[config.mk]
export PLATFORM = sky130hd
export DESIGN_NAME = ccr_flag_unit
export DESIGN_NICKNAME = d
export VERILOG_FILES = /design/src/rtl/ccr_pkg.sv /design/src/rtl/ccr_size_view.sv /design/src/rtl/ccr_arith_vc.sv /design/src/rtl/ccr_flag_unit.sv
export SDC_FILE = /design/constraint.sdc
export NUM_CORES = 1
export LEC_CHECK = 0
export BUFFER_PORTS_ARGS = -buffer_cell sky130_fd_sc_hd__buf_2
export CAP_MARGIN = 20
export CORE_MARGIN = 2
export CORE_UTILIZATION = 28
export DETAILED_ROUTE_END_ITERATION = 8
export MAX_ROUTING_LAYER = met4
export PLACE_DENSITY = 0.81
export SYNTH_ARGS = -nofsm -noshare
export SYNTH_HDL_FRONTEND = slang
export SYNTH_HIERARCHICAL = 1
export SYNTH_SLANG_ARGS = --single-unit
[constraint.sdc]
create_clock -name clk -period 2.05 [get_ports clk]
set_input_delay 0.615 -clock clk [delete_from_list [all_inputs] [get_ports clk]]
set_output_delay 0.615 -clock clk [all_outputs]
set_load 0.01 [all_outputs]
[src/rtl/ccr_pkg.sv]
package ccr_pkg;

    localparam int DATA_W    = 32;
    localparam int NUM_SIZES = 3;

    typedef enum logic [2:0] {
        OP_ADD   = 3'b000,
        OP_SUB   = 3'b001,
        OP_LOGIC = 3'b010,
        OP_MOVE  = 3'b011,
        OP_CMP   = 3'b100
    } op_class_e;

    typedef enum logic [1:0] {
        SZ_BYTE = 2'b00,
        SZ_WORD = 2'b01,
        SZ_LONG = 2'b10
    } op_size_e;

    typedef struct packed {
        logic x;
        logic n;
        logic z;
        logic v;
        logic c;
    } flags_t;

endpackage

[src/rtl/ccr_size_view.sv]
// Reports the sign bit and the all-zero condition of a value at the selected size.
module ccr_size_view
    import ccr_pkg::*;
#(
    parameter int WIDTH  = DATA_W,
    parameter int NSIZES = NUM_SIZES
) (
    input  logic [WIDTH-1:0] value,
    input  logic [1:0]       size_sel,
    output logic             top_bit,
    output logic             is_zero
);
    logic [NSIZES-1:0] msb_vec;
    logic [NSIZES-1:0] zero_vec;

    for (genvar g = 0; g < NSIZES; g++) begin : g_size
        localparam int SW = 8 << g;
        assign msb_vec[g]  = value[SW-1];
        assign zero_vec[g] = ~|value[SW-1:0];
    end

    always_comb begin
        top_bit = 1'b0;
        is_zero = 1'b0;
        for (int i = 0; i < NSIZES; i++) begin
            if (int'(size_sel) == i) begin
                top_bit = msb_vec[i];
                is_zero = zero_vec[i];
            end
        end
    end
endmodule

[src/rtl/ccr_arith_vc.sv]
// Overflow and carry/borrow from the sign bits of operands and result.
module ccr_arith_vc (
    input  logic is_sub,
    input  logic s_msb,
    input  logic d_msb,
    input  logic r_msb,
    output logic ovf,
    output logic cry
);
    always_comb begin
        if (is_sub) begin
            ovf = (~s_msb & d_msb & ~r_msb) | (s_msb & ~d_msb & r_msb);
            cry = (s_msb & ~d_msb) | (r_msb & ~d_msb) | (s_msb & r_msb);
        end else begin
            ovf = (s_msb & d_msb & ~r_msb) | (~s_msb & ~d_msb & r_msb);
            cry = (s_msb & d_msb) | (~r_msb & (s_msb | d_msb));
        end
    end
endmodule

[src/rtl/ccr_flag_unit.sv]
module ccr_flag_unit
    import ccr_pkg::*;
#(
    parameter int WIDTH = DATA_W
) (
    input  logic             clk,
    input  logic             rst,
    input  logic             upd_valid,
    input  logic [2:0]       op_class,
    input  logic [1:0]       op_size,
    input  logic [WIDTH-1:0] opnd_src,
    input  logic [WIDTH-1:0] opnd_dst,
    input  logic [WIDTH-1:0] alu_res,
    output logic [7:0]       ccr_out
);
    localparam int PAD_W = 8 - $bits(flags_t);

    flags_t flags_d, flags_q;

    logic s_msb, d_msb, r_msb;
    logic s_zero_unused, d_zero_unused, r_zero;
    logic ar_v, ar_c;
    logic is_sub_like;

    ccr_size_view #(.WIDTH(WIDTH)) u_src_view (
        .value(opnd_src), .size_sel(op_size), .top_bit(s_msb), .is_zero(s_zero_unused)
    );
    ccr_size_view #(.WIDTH(WIDTH)) u_dst_view (
        .value(opnd_dst), .size_sel(op_size), .top_bit(d_msb), .is_zero(d_zero_unused)
    );
    ccr_size_view #(.WIDTH(WIDTH)) u_res_view (
        .value(alu_res), .size_sel(op_size), .top_bit(r_msb), .is_zero(r_zero)
    );

    assign is_sub_like = (op_class == OP_SUB) || (op_class == OP_CMP);

    ccr_arith_vc u_arith (
        .is_sub(is_sub_like), .s_msb(s_msb), .d_msb(d_msb), .r_msb(r_msb),
        .ovf(ar_v), .cry(ar_c)
    );

    always_comb begin
        flags_d = flags_q;
        if (upd_valid && (op_size != 2'b11)) begin
            case (op_class)
                OP_ADD, OP_SUB: begin
                    flags_d.n = r_msb;
                    flags_d.z = r_zero;
                    flags_d.v = ar_v;
                    flags_d.c = ar_c;
                    flags_d.x = ar_c;
                end
                OP_CMP: begin
                    flags_d.n = r_msb;
                    flags_d.z = r_zero;
                    flags_d.v = ar_v;
                    flags_d.c = ar_c;
                end
                OP_LOGIC, OP_MOVE: begin
                    flags_d.n = r_msb;
                    flags_d.z = r_zero;
                    flags_d.v = 1'b0;
                    flags_d.c = 1'b0;
                end
                default: flags_d = flags_q;
            endcase
        end
    end

    always_ff @(posedge clk) begin
        if (rst) flags_q <= '0;
        else     flags_q <= flags_d;
    end

    assign ccr_out = {{PAD_W{1'b0}}, flags_q};

    // reset clears the flags on the next edge
    assert_reset_clear_R10: assert property (@(posedge clk)
        rst |=> (ccr_out[4:0] == 5'b0));

    // no strobe means no change
    assert_hold_idle_R9: assert property (@(posedge clk) disable iff (rst)
        !upd_valid |=> $stable(ccr_out));

    // extend follows carry after arithmetic
    assert_x_tracks_c_R6: assert property (@(posedge clk) disable iff (rst)
        (upd_valid && op_size != 2'b11 && (op_class == OP_ADD || op_class == OP_SUB))
        |=> (ccr_out[4] == ccr_out[0]));

    // extend kept on logical, move and compare
    assert_x_kept_R7: assert property (@(posedge clk) disable iff (rst)
        (upd_valid && (op_class == OP_LOGIC || op_class == OP_MOVE || op_class == OP_CMP))
        |=> $stable(ccr_out[4]));

    // logical and move clear V and C
    assert_vc_clear_R7: assert property (@(posedge clk) disable iff (rst)
        (upd_valid && op_size != 2'b11 && (op_class == OP_LOGIC || op_class == OP_MOVE))
        |=> (ccr_out[1:0] == 2'b00));

    // a zero result cannot also be negative
    assert_zn_exclusive_R3: assert property (@(posedge clk) disable iff (rst)
        !(ccr_out[3] && ccr_out[2]));

    // pad bits stay zero
    always_comb begin
        assert_pad_zero_R1: assert (ccr_out[7:5] == 3'b000);
    end
endmodule

==> Yosys cells after proc, flatten, opt, wreduce, memory -nomap -nowiden <==
Cells that the tools add are included.
{ "totals": {"elab_cells": 63, "in_bits": 104, "output_inout_bits": 8, "ff_bits": 5} }
{ "classes": {"bitwise_logic": 20, "mux": 15, "n_eq_ne": 7, "n_reduce_logical": 16} }
{ "ops": {"columns": ["op", "count"], "rows": [
  ["32-bit OR reduction", 1],
  ["16-bit OR reduction", 1],
  ["1-bit two-way mux", 14],
  ["1-bit AND", 11],
  ["4-bit case mux with 2 select lines", 1],
  ["8-bit OR reduction", 1],
  ["3-bit by 2-bit equality test with 1-bit output, second input constant", 2],
  ["1-bit OR", 6],
  ["2-bit equality test, second input constant", 2],
  ["2-bit AND reduction", 2],
  ["2-bit OR reduction", 2],
  ["3-bit by 1-bit equality test with 1-bit output, second input constant", 1],
  ["3-bit equality test, second input constant", 1],
  ["1-bit logical NOT", 3],
  ["3-bit logical NOT", 1],
  ["1-bit inverter", 3],
  ["3-bit OR reduction", 1],
  ["2-bit logical NOT", 1],
  ["2-bit inequality test, second input constant", 1],
  ["2-bit nonzero test", 1],
  ["1-bit logical AND", 1],
  ["1-bit logical OR", 1]
]} }

==> Longest topological paths before layout <==
{ "depth": {"depth_word": 10, "ltp_mapped": 8, "depth_no_buf": 8} }

==> Modules after synthesis <==
Netlist, hierarchy kept.
{ "by_module_without_submodules": {"columns": ["mod", "seq_area_each_um2", "n_inst", "area_each_um2", "cells_each"], "rows": [
  ["ccr_size_view", 0.0, 3, 122.6, 17],
  ["ccr_flag_unit", 100.1, 1, 286.5, 31],
  ["ccr_arith_vc", 0.0, 1, 57.6, 9]
]} }

==> Worst setup path before layout <==
No wires, ideal clock.
{ "synth_timing": {"kind": "in2reg", "start": "in op_size[0]", "end": "reg flags_q (netlist bit ccr_out[1])", "setup_time_ns": 0.070, "slack_ns": 0.163, "cell_stages": 8, "t_required_ns": 1.980, "arrival_time_ns": 1.817, "path_buffers": 0, "cell_sequence": "mux2i_1 -> o22ai_1 -> xnor2_1 -> nand2_1 -> o22ai_1 -> inv_1 -> a2111o_1 -> a21oi_1"} }
{ "synth_between": {"elab_chain_len": 10, "elab_cells_between_ends": 30, "cone_classes": "eq/ne (3); mux (11); bitwise (13); reduce/logical (3)"} }
{ "synth_rtl": {"columns": ["item", "line_no", "source"], "rows": [
  ["start: declaration", "ccr_flag_unit.sv:10", "input logic [1:0] op_size,"],
  ["2-bit logical NOT", "ccr_size_view.sv:26", "if (int'(size_sel) == i) begin"],
  ["1-bit two-way mux (2 in series)", "ccr_size_view.sv:26", null],
  ["1-bit two-way mux *", "ccr_size_view.sv:26", null],
  ["named net s_msb", "ccr_flag_unit.sv:20", "logic s_msb, d_msb, r_msb;"],
  ["1-bit inverter", "ccr_arith_vc.sv:12, ccr_arith_vc.sv:15", null],
  ["1-bit AND, on equally long branches (2 in series)", "ccr_arith_vc.sv:15, ccr_arith_vc.sv:12", null],
  ["1-bit OR, on equally long branches", "ccr_arith_vc.sv:15, ccr_arith_vc.sv:12", null],
  ["1-bit two-way mux *", "ccr_arith_vc.sv:11", "if (is_sub) begin"],
  ["named net ar_v", "ccr_flag_unit.sv:22", "logic ar_v, ar_c;"],
  ["4-bit case mux with 2 select lines *", "ccr_flag_unit.sv:45", "case (op_class)"],
  ["end signal: assignment", "ccr_flag_unit.sv:72", "else flags_q <= flags_d;"],
  ["end: declaration", "ccr_flag_unit.sv:18", "flags_t flags_d, flags_q;"]
]} }
The timed path passes the listed nets; every way through them passes the cells marked *. The select of a mux whose other input is x is not followed.
A chain may end at the register's enable or synchronous reset.

==> Worst setup path after layout <==
{ "layout_timing": {"start": "in op_size[0]", "end": "reg flags_q (netlist bit ccr_out[1])"} }
{ "layout_between": {"elab_cells_between_ends": 30, "cone_classes": "eq/ne (3); mux (11); bitwise (13); reduce/logical (3)"} }
{ "layout_rtl": {"columns": ["item", "line_no"], "rows": [
  ["2-bit logical NOT", "ccr_size_view.sv:26"],
  ["1-bit two-way mux (2 in series)", "ccr_size_view.sv:26"],
  ["1-bit two-way mux *", "ccr_size_view.sv:26"],
  ["named net r_msb", "ccr_flag_unit.sv:20"],
  ["1-bit inverter", "ccr_arith_vc.sv:12, ccr_arith_vc.sv:15"],
  ["1-bit AND, on equally long branches", "ccr_arith_vc.sv:15, ccr_arith_vc.sv:12"],
  ["1-bit OR, on equally long branches", "ccr_arith_vc.sv:15, ccr_arith_vc.sv:12"],
  ["1-bit two-way mux *", "ccr_arith_vc.sv:11"],
  ["named net ar_v", "ccr_flag_unit.sv:22"],
  ["4-bit case mux with 2 select lines *", "ccr_flag_unit.sv:45"]
]} }
Marked as above.

==> impl_summary.md <==
Finish
At the end of the flow, the number of nets in the layout was 232. The number of diodes added for antenna fixing is 0. In the final layout, the multi-input gates occupy around 400 um2. The filler cell count in the final layout is around 170. The area growth from synthesis to layout is 77.28%. The post-route netlist has between 50% and 60% of its cells at a drive strength greater than 1. The number of standard cells in the layout, taps in and fillers out is about 150. The register with the most flip-flops in the layout has 5 of them.

The flip-flop and latch area is about 100 um2.

Min path
The hold-critical path endpoint is ccr_out[2]. The type of the tightest min-delay check is reg2reg. In this run the most critical hold path is launched from ccr_out[2]. The cell depth of the worst min-delay path is 2.

Timing
For the final database, setup skew stands at 0 ns. Setup repair after global routing left no endpoint under its margin. The count of pins over their slew limit was 0. The final critical-path required period is between 1.5 and 2 ns.

Setup violations remaining at the end of the flow were counted as 0. The top achievable clock speed is approximately 520 MHz. Final hold analysis gives a worst-case slack of between 0.4 and 0.5 ns. The hold violation count in the final report is 0.

The post-route fraction of the period consumed by the critical path is between 90% and 100%.

Die
The number of standard-cell rows in the floorplan is 15. The floorplan die area is around 0.0022 mm2. In this run the standard cell core region covers 0.001708 mm2. The floorplan step set the die width to 46.54 um. The total I/O pin count is approximately 110. From bottom edge to top edge, the die measures 46.54 um. Once the floorplan was initialized, standard cells occupied about 30% of the core.

Global routing
Entering global routing, the biggest net connects 9 pins. The overall routing resource usage is between 10% and 20%. The first global-routing pass estimated 2449 um of wire.

The number of antenna violations at the first check in global routing is 0. The via count of the first global-routing pass came to ~700. After global routing the overflow that remains totals 0.

Routing
The count of antenna-violating nets left after detailed routing is 0. The count of routing violations after the opening detailed-route iteration is 7. The number of remaining DRC errors is 0. The vias after detailed routing is roughly 700. The mean number of vias per cell is 4.612. For this block, the routed nets add up to about 1600 um of wire. Before antenna repair, the detailed router went through 4 iterations. Dividing the detail-routed wire length by the instance count gives a little over 10 um.

Yosys
After synthesis the cells add up to ~500 um2. The total number of yosys warnings is 6. The mean cell area of the mapped netlist is between 8 and 9 um2.

Counting every instance in the synthesized netlist gives 63.

Run
Max-cap violations in this run came to 0.

CTS
The number of H-tree levels is 1. The clock insertion delay at the later pin of the skew report is roughly 0.23 ns. In this run, post-CTS hold repair placed 0 buffers. The clock-pin slew reported for the worst setup and hold paths after clock tree synthesis is 0.04 ns. The master cell of the clock root buffer is clkbuf_4. The CTS tree is yes. The number of buffers created by CTS is 3.

The worst-case clock buffer depth is 2. CTS saw 5 sinks.

Worst setup path
For the worst setup path, the data required time is about 2.2 ns. The worst setup path is launched from an input pin. In this run the critical register-to-register path is launched from ccr_out[1]. The worst register-to-register path ends at ccr_out[1]. Measured in cells, the most critical reg-to-reg path has a length of 2. The endpoint class of the critical path is a flop. The setup check on the worst reg-to-reg path leaves a slack of 1.39 ns. The critical path in this run is classified as in2reg.

The maximum fanout along the worst path is 6. Data arrives at the worst endpoint at about 2.1 ns.

Placement
Input and output buffers added on the ports amount to 50. Detailed placement finished with a half-perimeter wire length of 1339 um. After detailed placement, the design holds a cell count of roughly 150. The placer's final routability congestion estimate is about 0.68.

Power and ir drop
The peak supply drop is about 320 uV. The total leakage power is about 0.45 nW. For this design the ratio of total power to cell area is 391.1 mW/mm2.

Status
The flow ran to the end, and the final reports show no timing, DRC or antenna violations.
==> worst max path at each step <==
stage               startpoint    endpoint  slack, ns  cells after the start
finish              op_size[0]  ccr_out[1]       0.11                      8
global route        op_size[0]  ccr_out[1]      0.003                      9
CTS                 op_size[0]  ccr_out[0]       0.11                      8
detailed placement  op_size[0]  ccr_out[0]      -0.13                      8
global placement    op_size[0]  ccr_out[1]      -0.09                      9
floorplan           op_size[0]  ccr_out[1]       0.16                      8
==> metal layers <==
| metal | wire, um | vias up | track usage, % |
|---|---|---|---|
| met4 | 0 | 0 | 5.143 |
| met2 | 804 | 31 | 32.22 |
| met5 | 0 | - | - |
| li1 | - | 360 | - |
| met3 | 106 | 0 | 0 |
| met1 | 646 | 310 | 14.88 |
==> through the flow <==
stage          setup TNS, ns  instance area (um2)  setup slack (ns)  total power [mW]  utilization (%)
4_1_cts                    0                882.1            0.1079            0.3534            51.65
3_5_place_dp         -0.2708                855.8           -0.1345            0.2399            50.11
2_1_floorplan              0                514.2            0.1630            0.1614                -
6_report                   0                898.4            0.1131            0.3514            52.60
3_3_place_gp         -0.1637                855.8          -0.08632            0.2351            50.11
5_1_grt                    0                898.4          0.002622            0.3742            52.60
==> critical path: stages <==
cell      delay [ns]
buf_2           0.15
mux2i_1         0.28
o22ai_2         0.16
nand2b_1        0.17
o22ai_1         0.15
inv_1           0.05
a2111o_1        0.39
a21oi_2         0.14
==> power by group <==
| group | leakage [nW] | internal, mW | switching, mW |
|---|---|---|---|
| clock network | 0.0150 | 0.0733 | 0.0356 |
| logic | 0.391 | 0.0796 | 0.0605 |
| registers | 0.0405 | 0.101 | 0.00146 |
==> layout by cell type (no fill, tap or decap), drive strengths merged <==
| cell type | n |
|---|---|
| o22ai | 4 |
| nor2b | 1 |
| mux2i | 7 |
| nand4 | 1 |
| inv | 2 |
| nand2b | 8 |
| nor3 | 2 |
| nor4 | 7 |
| xnor2 | 2 |
| a21bo | 1 |
| clkbuf | 4 |
| o21a | 1 |
| a2111o | 2 |
| buf | 61 |
| o211a | 1 |
| dfxtp | 5 |
| or3 | 1 |
| nor2 | 3 |
| conb | 3 |
| a21oi | 3 |
| o21ai | 2 |
| nand2 | 5 |
| a211oi | 1 |
==> area by class of cell <==
cell class	count	area share, %
clock buffers	4	2.925
inverters	2	0.8357
multi-input cells	55	44.57
flip-flops and latches	5	11.14
well taps	25	3.482
repair buffers	61	37.05
==> repair_timing <==
item | CTS | global route
endpoints found under the setup margin | 0 | 1
gates resized for setup | 0 | 3
buffers inserted | 0 | 0
(Power assumes the default switching activity.)
